File: config.mk
export PLATFORM = sky130hd
export DESIGN_NAME = rrip_engine
export DESIGN_NICKNAME = d
export VERILOG_FILES = /design/src/rtl/rrip_pkg.sv /design/src/rtl/rrip_ctr_array.sv /design/src/rtl/rrip_victim_pick.sv /design/src/rtl/rrip_engine.sv
export SDC_FILE = /design/constraint.sdc
export NUM_CORES = 2
export LEC_CHECK = 0
export BUFFER_PORTS_ARGS = -buffer_cell sky130_fd_sc_hd__buf_2
export CAP_MARGIN = 20
export CORE_MARGIN = 2
export CORE_UTILIZATION = 35
export CTS_CLUSTER_SIZE = 40
export DETAILED_ROUTE_END_ITERATION = 8
export PLACE_DENSITY_LB_ADDON = 0.12
export SLEW_MARGIN = 20
export SYNTH_ARGS = -nofsm -noshare
export SYNTH_HDL_FRONTEND = slang
export SYNTH_HIERARCHICAL = 1
export SYNTH_SLANG_ARGS = --single-unit
File: constraint.sdc
create_clock -name clk -period 9.95 [get_ports clk]
set_input_delay 0.4975 -clock clk [delete_from_list [all_inputs] [get_ports clk]]
set_output_delay 0.4975 -clock clk [all_outputs]
set_load 0.05 [all_outputs]
File: src/rtl/rrip_pkg.sv
package rrip_pkg;
    typedef enum logic [1:0] {
        CTR_NOP   = 2'd0,
        CTR_CLEAR = 2'd1,
        CTR_FILL  = 2'd2,
        CTR_AGE   = 2'd3
    } ctr_op_e;

    typedef enum logic {
        ST_IDLE   = 1'b0,
        ST_SEARCH = 1'b1
    } eng_st_e;
endpackage

File: src/rtl/rrip_ctr_array.sv
module rrip_ctr_array
    import rrip_pkg::*;
#(
    parameter int WAYS = 8,
    parameter int SETS = 64,
    parameter int CW   = 2,
    localparam int WAY_W = (WAYS > 1) ? $clog2(WAYS) : 1,
    localparam int SET_W = (SETS > 1) ? $clog2(SETS) : 1
) (
    input  logic                      clk,
    input  logic                      rst_n,
    input  ctr_op_e                   op_i,
    input  logic [SET_W-1:0]          set_i,
    input  logic [WAY_W-1:0]          way_i,
    output logic [WAYS-1:0][CW-1:0]   rd_o
);
    localparam logic [CW-1:0] MAXV = {CW{1'b1}};
    localparam logic [CW-1:0] NEWV = MAXV - CW'(1);

    logic [CW-1:0] ctr_q [SETS][WAYS];
    logic [CW-1:0] ctr_d [SETS][WAYS];
    logic [WAYS-1:0] at_max;

    for (genvar w = 0; w < WAYS; w++) begin : g_rd
        assign rd_o[w]   = ctr_q[set_i][w];
        assign at_max[w] = (ctr_q[set_i][w] == MAXV);
    end

    always_comb begin
        ctr_d = ctr_q;
        case (op_i)
            CTR_CLEAR: ctr_d[set_i][way_i] = '0;
            CTR_FILL:  ctr_d[set_i][way_i] = NEWV;
            CTR_AGE: begin
                for (int w = 0; w < WAYS; w++) begin
                    ctr_d[set_i][w] = ctr_q[set_i][w] + CW'(1);
                end
            end
            default: ;
        endcase
    end

    always_ff @(posedge clk or negedge rst_n) begin
        if (!rst_n) begin
            for (int s = 0; s < SETS; s++) begin
                for (int w = 0; w < WAYS; w++) begin
                    ctr_q[s][w] <= MAXV;
                end
            end
        end else begin
            ctr_q <= ctr_d;
        end
    end

    assert_clear_R2: assert property (@(posedge clk) disable iff (!rst_n)
        (op_i == CTR_CLEAR) |=> (ctr_q[$past(set_i)][$past(way_i)] == '0));

    assert_fill_value_R5: assert property (@(posedge clk) disable iff (!rst_n)
        (op_i == CTR_FILL) |=> (ctr_q[$past(set_i)][$past(way_i)] == NEWV));

    assert_no_overflow_R4: assert property (@(posedge clk) disable iff (!rst_n)
        (op_i == CTR_AGE) |-> (at_max == '0));
endmodule

File: src/rtl/rrip_victim_pick.sv
module rrip_victim_pick #(
    parameter int WAYS = 8,
    parameter int CW   = 2,
    localparam int WAY_W = (WAYS > 1) ? $clog2(WAYS) : 1
) (
    input  logic                     clk,
    input  logic                     rst_n,
    input  logic [WAYS-1:0][CW-1:0]  ctr_i,
    output logic                     found_o,
    output logic [WAY_W-1:0]         way_o
);
    localparam logic [CW-1:0] MAXV = {CW{1'b1}};

    always_comb begin
        found_o = 1'b0;
        way_o   = '0;
        for (int w = WAYS - 1; w >= 0; w--) begin
            if (ctr_i[w] == MAXV) begin
                found_o = 1'b1;
                way_o   = WAY_W'(w);
            end
        end
    end

    assert_pick_is_max_R3: assert property (@(posedge clk) disable iff (!rst_n)
        found_o |-> (ctr_i[way_o] == MAXV));

    assert_none_missed_R3: assert property (@(posedge clk) disable iff (!rst_n)
        !found_o |-> (ctr_i[0] != MAXV));
endmodule

File: src/rtl/rrip_engine.sv
module rrip_engine
    import rrip_pkg::*;
#(
    parameter int WAYS = 8,
    parameter int SETS = 64,
    parameter int CW   = 2,
    localparam int WAY_W = (WAYS > 1) ? $clog2(WAYS) : 1,
    localparam int SET_W = (SETS > 1) ? $clog2(SETS) : 1
) (
    input  logic             clk,
    input  logic             rst_n,
    input  logic             req_valid_i,
    input  logic             req_hit_i,
    input  logic [SET_W-1:0] req_set_i,
    input  logic [WAY_W-1:0] req_way_i,
    output logic             busy_o,
    output logic             done_o,
    output logic [WAY_W-1:0] victim_o
);
    typedef struct packed {
        eng_st_e          st;
        logic [SET_W-1:0] set;
        logic             done;
        logic [WAY_W-1:0] victim;
    } eng_state_t;

    eng_state_t s_d, s_q;

    ctr_op_e                  op;
    logic [SET_W-1:0]         op_set;
    logic [WAY_W-1:0]         op_way;
    logic [WAYS-1:0][CW-1:0]  set_ctrs;
    logic                     pick_found;
    logic [WAY_W-1:0]         pick_way;

    rrip_ctr_array #(.WAYS(WAYS), .SETS(SETS), .CW(CW)) u_array (
        .clk   (clk),
        .rst_n (rst_n),
        .op_i  (op),
        .set_i (op_set),
        .way_i (op_way),
        .rd_o  (set_ctrs)
    );

    rrip_victim_pick #(.WAYS(WAYS), .CW(CW)) u_pick (
        .clk     (clk),
        .rst_n   (rst_n),
        .ctr_i   (set_ctrs),
        .found_o (pick_found),
        .way_o   (pick_way)
    );

    always_comb begin
        s_d      = s_q;
        s_d.done = 1'b0;
        op       = CTR_NOP;
        op_set   = s_q.set;
        op_way   = pick_way;
        case (s_q.st)
            ST_IDLE: begin
                if (req_valid_i) begin
                    if (req_hit_i) begin
                        op     = CTR_CLEAR;
                        op_set = req_set_i;
                        op_way = req_way_i;
                    end else begin
                        s_d.st  = ST_SEARCH;
                        s_d.set = req_set_i;
                    end
                end
            end
            ST_SEARCH: begin
                if (pick_found) begin
                    op         = CTR_FILL;
                    s_d.done   = 1'b1;
                    s_d.victim = pick_way;
                    s_d.st     = ST_IDLE;
                end else begin
                    op = CTR_AGE;
                end
            end
            default: s_d.st = ST_IDLE;
        endcase
    end

    always_ff @(posedge clk or negedge rst_n) begin
        if (!rst_n) begin
            s_q <= '{st: ST_IDLE, set: '0, done: 1'b0, victim: '0};
        end else begin
            s_q <= s_d;
        end
    end

    assign busy_o   = (s_q.st == ST_SEARCH);
    assign done_o   = s_q.done;
    assign victim_o = s_q.victim;

    assert_done_after_search_R6: assert property (@(posedge clk) disable iff (!rst_n)
        done_o |-> ($past(busy_o) && !busy_o));

    assert_done_pulse_R6: assert property (@(posedge clk) disable iff (!rst_n)
        done_o |=> !done_o);

    assert_victim_hold_R6: assert property (@(posedge clk) disable iff (!rst_n)
        !done_o |=> (done_o || $stable(victim_o)));

    assert_busy_ignores_req_R7: assert property (@(posedge clk) disable iff (!rst_n)
        (busy_o && req_valid_i && req_hit_i) |-> (op != CTR_CLEAR));
endmodule

==> flow_summary.ini <==
[worst_hold_path]
min_path_type = in2reg

[logic_synthesis]
synth_nets = 6072
synth_area_leaders = dfstp_2 48%, o21ai_0 11%, a21oi_1 7.0%
synth_warnings = 6
synth_area_mm2 = 0.0556
seq_area_frac_synth_pct = 48.9
yosysTopAreaCell = dfstp_2
synth_top_flop_cell = dfstp_2
ys_ff_latch = 1035
synth.most_common_cell = o21ai_0
synthArstFlopShare_pct = 100
synth.top_cells.by_count = 1232 x o21ai_0, 1024 x dfstp_2, 780 x a21oi_1
synth_edf_count = 0
synth_cell_types = 83
synth_top_area_share_pct = 48.4
synth_cells = 6059
syn_avg_cell_area_um2 = 9.18

[floorplan]
die-area_mm2 = 0.162
fp.dieW_um = 403
die_y_um = 403
rows = 146
core_mm2 = 0.158
start_util_pct = 35.2
ios = 18

[power_and_ir_drop]
pwr-share-clk_pct = 23.6
p_sw_share_pct = 48.9
p_sw_mw = 9.99
cellPowerDensity_mw_per_mm2 = 332
ir_drop_mv = 0.522
p_comb_share_pct = 48.3
pwr-share-seq_pct = 28.0
p_leak_nw = 23.9
p_int_mw = 10.4

[cts]
htree_levels = 4
cts_tree = done
clk_pin_slew_ps = 60
cts_setup_buffers = 0
ctsRootBufferMaster = clkbuf_16
cts_buffers = 131
cts_resized = 0
clock_latency_ps = 790
cts_sinks = 1035
cts_buffer_depth = 3
hold_buffers = 6

[timing]
slew_violations = 0
min_period_ps = 8840
final-setup-viol-count = 0
finClkSkew_ps = 35.2
finalSetupTns_ps = 0
max_freq_mhz = 113
final.setup.worst_slack_ps = 1110
hold_violations = 0
fin_crit_sh_pct = 88.9
tightest_slew_ps = 1270
slew_headroom_pct = 15.3
rsz0062_at_grt = no

[layout]
syn2layout_area_growth_pct = 10.8
stdcell_count = 7900
drive_gt1_share_pct = 28.2
nNetsFinal = 5749
antennaDiodeCount = 0
fillers = 15600
design_area_mm2 = 0.0616
final_core_util_pct = 39.0

[placed_design]
gp_congestion = 0.880
hpwl_um = 147000
dpl_worst_slack_ps = 1300
port-buffer-count = 17
placed_cell_area_mm2 = 0.0573
dp_cells = 7669

[worst_setup_path]
crit_fanout = 64
crit_arrival_ps = 9520
cpPeakStageDelay_ps = 1030
required_ps = 10630
cpMostUsedCell = nor2_1
worst-setup-path-type = reg2reg
start_kind = flop
crit_chain = nand3b_1, mux2_8, inv_4, buf_12, buf_4, a221oi_1, o22ai_1, a2111oi_2, nand3_1, a22oi_1, nand3_1, nor2_1, mux2_4, inv_1, and3_1, nor2_1, nor2_1, a21oi_4, buf_4, o21ai_0, o21ai_0
setup.worst_path.end_class = flop
crit_slowest_cell = a2111oi_2

[route]
firstDrtPassIters = 6
routed_wl_um = 255000
drt-initial-drc-count = 6350
ant_nets = 0
drc_errors = 0
wl_per_cell_um = 32.3
viasPerCell = 6.53
vias = 51600

[global_route]
grt_pass1_vias = 48100
grt_remaining_overflow = 0
track_usage_pct = 30.8
grt_pass1_wl_um = 367000
grt_max_degree = 172
antenna_found_initial = 12

[status]
run_status = completed

[flow_run]
maxCapViolCount = 0
power groups by stage:
stage | logic, mW | registers (mW) | clock network [mW]
after floorplan | 5.59 | 5.66 | 0
after global placement | 9.51 | 5.77 | 0
after detailed placement | 9.57 | 5.78 | 0
after CTS | 9.59 | 5.72 | 4.92
after global routing | 10.2 | 5.82 | 5.08
final | 9.87 | 5.73 | 4.83
critical path, delay by kind of cell (launching register included):
kind	cells	cell delay, ps
buffers and inverters	5	1790
flip-flops	1	510
AND/OR/NAND/NOR	7	2430
AO/OA/AOI/OAI	7	2460
multiplexers	2	1300
worst paths after layout:
kind,startpoint,endpoint,slack (ps),cells past startpoint
worst min-delay path,req_set_i[0],s_q[4]$_DFFE_PN0P_,120,2
worst min register to register,u_array/ctr_q[863]$_DFFE_PN1P_,u_array/ctr_q[863]$_DFFE_PN1P_,480,2
worst max-delay path,busy_o$_DFF_PN0_,u_array/ctr_q[728]$_DFFE_PN1P_,1110,21
worst max register to register,busy_o$_DFF_PN0_,u_array/ctr_q[728]$_DFFE_PN1P_,1110,21
min in group asynchronous,rst_n,s_q[4]$_DFFE_PN0P_,420,2
max in group asynchronous,rst_n,u_array/ctr_q[66]$_DFFE_PN1P_,7460,4
final cells by class:
type | count | area (um2) | area share [%]
Sequential cell | 1035 | 27200 | 44.1
Clock inverter | 25 | 304 | 0.493
Inverter | 15 | 61.3 | 0.0995
Multi-Input combinational cell | 4371 | 26000 | 42.2
Clock buffer | 200 | 3930 | 6.38
Timing Repair Buffer | 182 | 1550 | 2.51
Tap cell | 2072 | 2590 | 4.21
cells in the final DEF, fill, tap and decap left out, drive strengths merged, types with 15 or more instances in the layout:
| cell type | n |
|---|---|
| o221ai | 33 |
| a22oi | 121 |
| nand2b | 27 |
| nand3b | 41 |
| buf | 176 |
| mux2 | 94 |
| nor3b | 15 |
| nand3 | 37 |
| mux4 | 24 |
| a21oi | 780 |
| nor3 | 83 |
| mux2i | 62 |
| clkinv | 15 |
| dfstp | 1024 |
| nand4 | 17 |
| inv | 18 |
| a22o | 195 |
| nor2 | 500 |
| a221oi | 195 |
| or3b | 20 |
| o31ai | 259 |
| clkbuf | 200 |
| o22ai | 45 |
| nand2 | 415 |
| o21ai | 1239 |
through the flow:
stage                     hold slack (ps)  total power, mW
after floorplan                       202             11.3
after global placement                470             15.3
after detailed placement              479             15.3
after CTS                            86.0             20.2
after global routing                  112             21.1
final                                 117             20.4
registers in the layout (all words and copies together) (netlist names):
register,count
done_o,1
s_q,6
u_array/ctr_q,1024
busy_o,1
victim_o,3
routing by layer:
layer / track usage [%] / vias to the layer above / wire, um / part of all wire [%]
met4: 12.8 / 10 / 11300 / 4.4
met2: 46.2 / 2650 / 112000 / 44
met5: 0 / - / 62 / 0.024
met3: 6.23 / 577 / 23300 / 9.2
met1: 43.2 / 26500 / 108000 / 43
li1: - / 21900 / - / -
cell families (layout without fill, tap and decap cells):
| group | after synthesis | count (layout) | share of synthesized area (%) |
|---|---|---|---|
| AND/OR/NAND/NOR | 1214 | 1214 | 9.68 |
| XOR/XNOR | 6 | 6 | 0.128 |
| AO/OA/AOI/OAI | 2971 | 2971 | 32.1 |
| multiplexers | 180 | 180 | 4.05 |
| flip-flops | 1035 | 1035 | 48.9 |
| buffers and inverters | 653 | 422 | 5.15 |
No activity file was read; power rests on OpenSTA's default activity.
